File: config.mk
export PLATFORM = sky130hd
export DESIGN_NAME = prio_irq_ctrl
export DESIGN_NICKNAME = d
export VERILOG_FILES = /design/src/rtl/prio_irq_pkg.sv /design/src/rtl/prio_irq_flags.sv /design/src/rtl/prio_irq_arb.sv /design/src/rtl/prio_irq_svc.sv /design/src/rtl/prio_irq_ctrl.sv
export SDC_FILE = /design/constraint.sdc
export NUM_CORES = 1
export LEC_CHECK = 0
export ABC_AREA = 1
export BUFFER_PORTS_ARGS = -buffer_cell sky130_fd_sc_hd__buf_2
export CAP_MARGIN = 20
export CORE_MARGIN = 2
export CORE_UTILIZATION = 34
export CTS_CLUSTER_SIZE = 20
export DETAILED_ROUTE_END_ITERATION = 8
export SLEW_MARGIN = 20
export SYNTH_ARGS = -nofsm -noshare
export SYNTH_HDL_FRONTEND = slang
export SYNTH_SLANG_ARGS = --single-unit
File: constraint.sdc
create_clock -name clk -period 14 [get_ports clk]
set_clock_uncertainty 0.2 [all_clocks]
set_input_delay 2.8 -clock clk [delete_from_list [all_inputs] [get_ports clk]]
set_output_delay 2.8 -clock clk [all_outputs]
set_load 0.02 [all_outputs]
File: src/rtl/prio_irq_pkg.sv
package prio_irq_pkg;
  localparam int LVLS = 3;
  typedef logic [1:0] rank_t;  // 0 = none, 1 low, 2 medium, 3 high

  function automatic rank_t code_to_rank(input logic [1:0] code);
    if (code >= 2'd2) return 2'd3;
    return 2'(code + 2'd1);
  endfunction

  function automatic rank_t top_rank(input logic [LVLS-1:0] svc);
    if (svc[2]) return 2'd3;
    if (svc[1]) return 2'd2;
    if (svc[0]) return 2'd1;
    return 2'd0;
  endfunction

  function automatic logic [LVLS-1:0] rank_bit(input rank_t r);
    logic [LVLS-1:0] b;
    b = '0;
    if (r != 2'd0) b[r - 2'd1] = 1'b1;
    return b;
  endfunction
endpackage

File: src/rtl/prio_irq_flags.sv
module prio_irq_flags #(
  parameter int NSRC = 8
) (
  input  logic            clk,
  input  logic            rst_n,
  input  logic [NSRC-1:0] evt,
  input  logic [NSRC-1:0] sw_clr,
  input  logic [NSRC-1:0] ack_clr,
  output logic [NSRC-1:0] flags
);
  always_ff @(posedge clk) begin
    if (!rst_n) flags <= '0;
    else        flags <= (flags & ~sw_clr & ~ack_clr) | evt;
  end
endmodule

File: src/rtl/prio_irq_arb.sv
module prio_irq_arb
  import prio_irq_pkg::*;
#(
  parameter int NSRC = 8,
  localparam int IW = (NSRC > 1) ? $clog2(NSRC) : 1
) (
  input  logic [NSRC-1:0]   flags,
  input  logic [NSRC-1:0]   src_en,
  input  logic [2*NSRC-1:0] src_lvl,
  input  logic [LVLS-1:0]   lvl_en,
  input  rank_t             svc_top,
  output logic              any_elig,
  output logic [IW-1:0]     win_idx,
  output rank_t             win_rank
);
  rank_t           rank [NSRC];
  logic [NSRC-1:0] elig;

  for (genvar i = 0; i < NSRC; i++) begin : g_src
    assign rank[i] = code_to_rank(src_lvl[2*i +: 2]);
    assign elig[i] = flags[i] && src_en[i] && lvl_en[rank[i] - 2'd1]
                     && (rank[i] > svc_top);
  end

  always_comb begin
    win_idx  = '0;
    win_rank = 2'd0;
    for (int i = NSRC - 1; i >= 0; i--) begin
      if (elig[i] && rank[i] >= win_rank) begin
        win_idx  = IW'(i);
        win_rank = rank[i];
      end
    end
  end

  assign any_elig = |elig;
endmodule

File: src/rtl/prio_irq_svc.sv
module prio_irq_svc
  import prio_irq_pkg::*;
#(
  parameter int HOLD = 4,
  localparam int CW = $clog2(HOLD + 1)
) (
  input  logic            clk,
  input  logic            rst_n,
  input  logic            take,
  input  rank_t           take_rank,
  input  logic            reti,
  input  logic            sig_write,
  output logic [LVLS-1:0] in_service,
  output rank_t           svc_top,
  output logic            holdoff
);
  logic [CW-1:0]   hold_cnt;
  logic [LVLS-1:0] svc_next;

  assign svc_top = top_rank(in_service);
  assign holdoff = (hold_cnt != '0);

  always_comb begin
    svc_next = in_service;
    if (reti) svc_next = svc_next & ~rank_bit(svc_top);
    if (take) svc_next = svc_next | rank_bit(take_rank);
  end

  always_ff @(posedge clk) begin
    if (!rst_n) begin
      in_service <= '0;
      hold_cnt   <= '0;
    end else begin
      in_service <= svc_next;
      if (sig_write)       hold_cnt <= CW'(HOLD);
      else if (holdoff)    hold_cnt <= hold_cnt - 1'b1;
    end
  end
endmodule

File: src/rtl/prio_irq_ctrl.sv
module prio_irq_ctrl
  import prio_irq_pkg::*;
#(
  parameter int NSRC = 8,
  parameter int HOLD = 4,
  localparam int IW = (NSRC > 1) ? $clog2(NSRC) : 1,
  localparam int VW = $clog2(NSRC + 1)
) (
  input  logic              clk,
  input  logic              rst_n,
  input  logic [NSRC-1:0]   src_evt,
  input  logic [NSRC-1:0]   src_en,
  input  logic [2*NSRC-1:0] src_lvl,
  input  logic [NSRC-1:0]   src_autoclr,
  input  logic [2:0]        lvl_en,
  input  logic              gie,
  input  logic              lock,
  input  logic              sig_write,
  input  logic              clr_we,
  input  logic [NSRC-1:0]   clr_bits,
  input  logic              irq_ack,
  input  logic              reti,
  output logic              irq_req,
  output logic [VW-1:0]     irq_vec,
  output logic [2:0]        in_service
);
  logic [NSRC-1:0] flags;
  logic [NSRC-1:0] sw_clr;
  logic [NSRC-1:0] ack_clr;
  logic            any_elig;
  logic [IW-1:0]   win_idx;
  rank_t           win_rank;
  rank_t           svc_top;
  logic            holdoff;
  logic            take;

  assign sw_clr = clr_we ? clr_bits : '0;
  assign take   = irq_ack && irq_req;

  for (genvar i = 0; i < NSRC; i++) begin : g_ackclr
    assign ack_clr[i] = take && src_autoclr[i] && (win_idx == IW'(i));
  end

  prio_irq_flags #(.NSRC(NSRC)) u_flags (
    .clk(clk), .rst_n(rst_n), .evt(src_evt), .sw_clr(sw_clr),
    .ack_clr(ack_clr), .flags(flags)
  );

  prio_irq_arb #(.NSRC(NSRC)) u_arb (
    .flags(flags), .src_en(src_en), .src_lvl(src_lvl), .lvl_en(lvl_en),
    .svc_top(svc_top), .any_elig(any_elig), .win_idx(win_idx),
    .win_rank(win_rank)
  );

  prio_irq_svc #(.HOLD(HOLD)) u_svc (
    .clk(clk), .rst_n(rst_n), .take(take), .take_rank(win_rank),
    .reti(reti), .sig_write(sig_write), .in_service(in_service),
    .svc_top(svc_top), .holdoff(holdoff)
  );

  assign irq_req = any_elig && gie && !lock && !holdoff;
  assign irq_vec = irq_req ? VW'(win_idx) + VW'(1) : '0;
endmodule

# Yosys cells after proc, flatten, opt, wreduce, memory -nomap -nowiden
# Index checks and enable logic that the tools add are counted.
[classes]
addsub = 20
order_cmp = 36
n_eq_ne = 7
n_mux = 82
n_bitwise = 9
n_reduce_logical = 63
[ops]
columns = ["op", "n"]
rows = [
  ["$mux W2", 30],
  ["$logic_and A1 B1 Y1", 54],
  ["$mux W3", 16],
  ["$lt A2 B3 Y1 const B", 10],
  ["$mux W1", 24],
  ["$sub A2 B1 Y2 const B", 10],
  ["$add A2 B1 Y2 const B", 8],
  ["$and A8 B8 Y8", 2],
  ["$bmux W1 S2", 8],
  ["$ge A2 B2 Y1 const B", 8],
  ["$gt A2 B2 Y1", 8],
  ["$not A8 Y8", 2],
  ["$ge A2 B2 Y1", 7],
  ["$eq A3 B3 Y1 const B", 4],
  ["$mux W8", 1],
  ["$or A8 B8 Y8", 1],
  ["$reduce_or A8 Y1", 1],
  ["$eq A3 B2 Y1 const B", 2],
  ["$ge A2 B1 Y1 const B", 3],
  ["$reduce_bool A2 Y1", 3],
  ["$add A3 B1 Y4 const B", 1],
  ["$demux W1 S2", 2],
  ["$mux W4", 1],
  ["$and A3 B3 Y3", 1],
  ["other kinds (9)", 10],
]
[word_totals]
ff_bits = 14
in_bits = 59
out_inout_bits = 8
word_cells = 221

# Longest topological paths before layout
[depth]
word_depth = 41
ltp_mapped = 72
ltp_nobuf = 72

# Cells and area by module
# A second synthesis with hierarchy kept.
[hier_totals]
hier_cells = 382
hier_area_um2 = 2259.7
[by_module_without_submodules]
columns = ["module", "n_inst", "cells_per_inst", "area_each_um2", "seq_area_each_um2"]
rows = [
  ["prio_irq_arb", 1, 238, 1335.0, 0.0],
  ["prio_irq_flags", 1, 49, 334.1, 160.2],
  ["prio_irq_svc", 1, 40, 305.3, 120.1],
  ["prio_irq_ctrl", 1, 55, 285.3, 0.0],
]

# Worst setup path before layout
# Ideal clock, no wire load.
[synth_path]
path_kind = "input to output"
startpoint = "input src_lvl[14]"
endpoint = "output irq_vec[3]"
t_arrival_ps = 10370
setup_slack_ps = 630
path_stages = 59
path_buffers = 0
cell_sequence = "nor2_1 > inv_1 > ha_1 > nand2_1 > nand3_1 > nor2_4 > nand2_2 > nor2_2 > ha_1 > o21ai_0 > nand2_1 > nand3_4 > o21ai_2 > ha_1 > nor3_1 > nor3_2 > nand2_4 > nand2_2 > (+23 left out) > inv_2 > o21ai_2 > nand2_1 > ha_1 > o21ai_0 > nand2_1 > nand2_1 > inv_1 > o21ai_0 > nand2_1 > ha_1 > o21ai_0 > nand2_1 > nand2_1 > nand2_1 > inv_1 > nand4_4 > nor4_1"
[synth_via]
elab_chain_len = 33
[synth_lines]
columns = ["item", "line", "source"]
rows = [
  ["from (decl)", "prio_irq_ctrl.sv:13", "input logic [2*NSRC-1:0] src_lvl,"],
  ["$ge A2 B2 Y1", "prio_irq_pkg.sv:6", "if (code >= 2'd2) return 2'd3;"],
  ["$mux W1", "prio_irq_pkg.sv:6", ""],
  ["$mux W2 *", "prio_irq_pkg.sv:7", "return 2'(code + 2'd1);"],
  ["$sub A2 B1 Y2", "prio_irq_arb.sv:21", "assign elig[i] = flags[i] && src_en[i] && lvl_en[rank[i] - 2'd1]"],
  ["$bmux W1 S2", "prio_irq_arb.sv:21", ""],
  ["$mux W1 (implied by the code)", "prio_irq_arb.sv:21", ""],
  ["$logic_and A1 B1 Y1", "prio_irq_arb.sv:21", ""],
  ["$logic_and A1 B1 Y1", "prio_irq_arb.sv:22", "&& (rank[i] > svc_top);"],
  ["(+17 left out)", "-", ""],
  ["$ge A2 B2 Y1", "prio_irq_arb.sv:29", "if (elig[i] && rank[i] >= win_rank) begin"],
  ["$logic_and A1 B1 Y1", "prio_irq_arb.sv:29", ""],
  ["$mux W2", "prio_irq_arb.sv:29", ""],
  ["$ge A2 B2 Y1", "prio_irq_arb.sv:29", ""],
  ["$logic_and A1 B1 Y1", "prio_irq_arb.sv:29", ""],
  ["$mux W3", "prio_irq_arb.sv:29", ""],
  ["$add A3 B1 Y4", "prio_irq_ctrl.sv:62", "assign irq_vec = irq_req ? VW'(win_idx) + VW'(1) : '0;"],
  ["$mux W4 *", "prio_irq_ctrl.sv:62", ""],
  ["to (decl)", "prio_irq_ctrl.sv:24", "output logic [VW-1:0] irq_vec,"],
]
# Mark *: on every way between the ends. The rest lies on a longest branch, timed or not. The select of a mux whose other input is x is not followed.

# Worst setup path in the final report
[layout_path]
startpoint = "input src_lvl[14]"
endpoint = "output irq_vec[2]"
# Same word-level chain as after synthesis.

==> summary.md <==
| Metric | Value |
|---|---|
| Outcome | `completed` |
| Drt drc | `0` |
| Cells after Synth | `379` |
| Slew headroom | `67.45%` |
| Congestion Overflow GR | `0` |
| WP data required | `11000 ps` |
| CORE AREA | `6719 µm²` |
| Crit path DAT | `10300 ps` |
| Post-Syn Area | `2335 µm²` |
| Fillers | `722` |
| Critical-path top delay cell | `ha_1` |
| Cell repeated most along the worst path | `nand2_1` |
| Max clock buf depth | `2` |
| Fmax achieved | `75.21 MHz` |
| Via count | `2561` |
| Clk slew on worst S/H paths | `60 ps` |
| Commonest cells after routing, fill and taps aside | `75 x nand2_1, 66 x inv_1, 66 x buf_2` |
| Via-to-Cell Ratio | `4.778` |
| Total detailed-routing wirelength | `6.432 mm` |
| CTS Buf Count | `3` |
| Clock tree root buffer cell | `clkbuf_8` |
| Grt met3 use | `1.611%` |
| Worst vdd ir | `0.00003801 V` |
| GP Congestion | `0.7994` |
| # setup viols final | `0` |
| First-pass GRT wire length | `10.52 mm` |
| H-tree levels | `1` |
| Worst path max stage delay | `290 ps` |
| Largest net degree at the start of global routing | `14` |
| Fin Setup TNS | `0 ps` |
| Core Rows | `30` |
| Detail Route Antenna Nets | `0` |
| Netlist cell types | `38` |
| Worst hold margin | `267.8 ps` |
| Ant. Diodes | `0` |
| Port bufs | `66` |
| Met1 Track Usage GR | `22.56%` |
| Die span in y | `86.87 µm` |
| Fin cells | `536` |
| Total die area | `7546 µm²` |
| CTS tree | `done` |
| Hold_buf cts | `0` |
| GR Util met2 | `30.60%` |
| MaxCap Viol Count | `0` |
| Placed wire-length estimate | `5.439 mm` |
| DR iter-0 viols | `95` |
| Number of global-route vias before repair | `2358` |
| Ys async rst share | `0%` |
| Seq cells post-synth | `14` |
| Worst slew pin tran | `486.4 ps` |
| Prevailing post-synth register cell | `dfxtp_1` |
| Max Slew Vio Count | `0` |
| WL/cell | `12.00 µm` |
| CP max FO | `6` |
| Number of flops mapped to enable cells by yosys | `0` |
| GR peak layer | `met2` |
| Post-layout minimum cycle time | `13300 ps` |
| Final hold viol count | `0` |
| Critical Path End Type | `output pin` |
| Layout cell share with drive strength beyond 1 | `33.11%` |
| Hold WC Path Type | `register to register` |
| Synth warnings | `0` |
| Most common cell after layout, fill and taps aside | `nand2_1` |
| CP Launch Type | `primary input` |
| Number of detailed-route iterations in the first pass | `4` |
| Sink Count | `14` |
| Antenna violations before repair | `0` |
| Setup CP Type | `primary input to output pin` |
| Tot GR Track Use | `17.23%` |
| RSZ-0062 raised after global routing | `no` |
| Nets | `549` |
| Avg Cell Area, Syn | `6.160 µm²` |
| Initial core utilization | `34.75%` |
| Leak Pwr | `0.001676 µW` |
| Die W | `86.87 µm` |
| # IOs | `67` |
| # placed instances | `527` |
| Synthesis-to-finish area growth | `26.15%` |
| Clock Latency Late Sink | `250 ps` |
| Mapped Nets | `471` |
| Pwr Density | `54.26 nW/µm²` |
| Sequential fraction of the synthesis area | `12.00%` |
| Final critical-path share of the clock period | `94.97%` |
-- cell type report --
type                       count  area [µm²]  share of cell area, %
clock buffer                   4       55.05                  1.869
inverter                      81       304.0                  10.32
multi-input combinational    282        1808                  61.38
sequential                    14       280.3                  9.516
tap                           80       100.1                  3.398
timing repair buffer          75       397.9                  13.51
-- kinds of logic (layout without fill, tap and decap cells) --
kind of cell | after synthesis | after routing | synth area share [%]
AOI/OAI and AO/OA | 52 | 52 | 12.59
adders and majority gates | 33 | 33 | 17.69
buffers and inverters | 83 | 160 | 13.34
DFF | 14 | 14 | 12.00
and+or+nand+nor | 197 | 197 | 44.37
-- Yosys cell counts (3+ instances only) --
cell type	n	area share [%]
inv_2	14	2.3
nor3_1	4	0.86
nand3_1	31	6.6
nand4_1	6	1.6
nand2_2	14	3.8
o21ai_0	9	1.9
o22ai_1	3	0.80
ha_1	33	18
a21oi_1	25	5.4
o21ai_1	4	0.86
nor2_1	32	5.1
nand3_2	10	4.3
nor2_2	4	1.1
inv_1	67	11
nand2_4	4	1.9
dfxtp_1	14	12
nand2_1	77	12
-- critical path, delay by kind of cell --
family,cells,cell delay [ps]
AO/OA/AOI/OAI,7,840
adder cells (fa/ha/maj),9,2310
buffers and inverters,12,970
AND/OR/NAND/NOR,36,3380
-- flip-flops by register name (all words and copies together), names as in the netlist --
register / cells
u_svc.in_service: 3
u_svc.hold_cnt: 3
u_flags.flags: 8
-- what timing repair did --
| item | in CTS | in global routing |
|---|---|---|
| buffers inserted | 0 | 5 |
| endpoints found under the setup margin | 0 | 4 |
| gates resized for setup | 0 | 21 |
-- metrics by stage --
step | area [µm²] | worst slack [ps] | power, µW | util (%)
finish | 2945 | 703.8 | 159.8 | 43.84
global route | 2945 | 30.71 | 173.6 | 43.84
CTS | 2843 | 59.89 | 156.9 | 42.31
detailed placement | 2788 | 94.60 | 116.5 | 41.49
global placement | 2788 | 308.2 | 115.4 | 41.49
floorplan | 2335 | 630.2 | 94.35 | -
-- per-layer routing --
metal,vias up,wire length [µm]
met3,5,242
met5,-,0
met2,54,3130
met1,1122,3013
met4,0,45
li1,1380,-
-- path summary, 6_finish.rpt --
check,from,endpoint,slack (ps),cells after the start
worst max-delay path,src_lvl[14],irq_vec[2],700,64
worst min-delay path,u_svc.hold_cnt[0],u_svc.hold_cnt[0],270,2
worst max register to register,u_svc.in_service[0],u_flags.flags[7],5860,64
worst min register to register,u_svc.hold_cnt[0],u_svc.hold_cnt[0],270,2
-- report_power, final --
group / total (µW) / leakage, µW / internal (µW) / switching (µW)
Sequential: 43.3 / 0.000116 / 42.2 / 1.05
Clock: 39.9 / 0.0000288 / 24.9 / 15.0
Combinational: 76.6 / 0.00153 / 30.1 / 46.4
Total: 160 / 0.00168 / 97.3 / 62.5
Power figures use the tool's default switching activity.
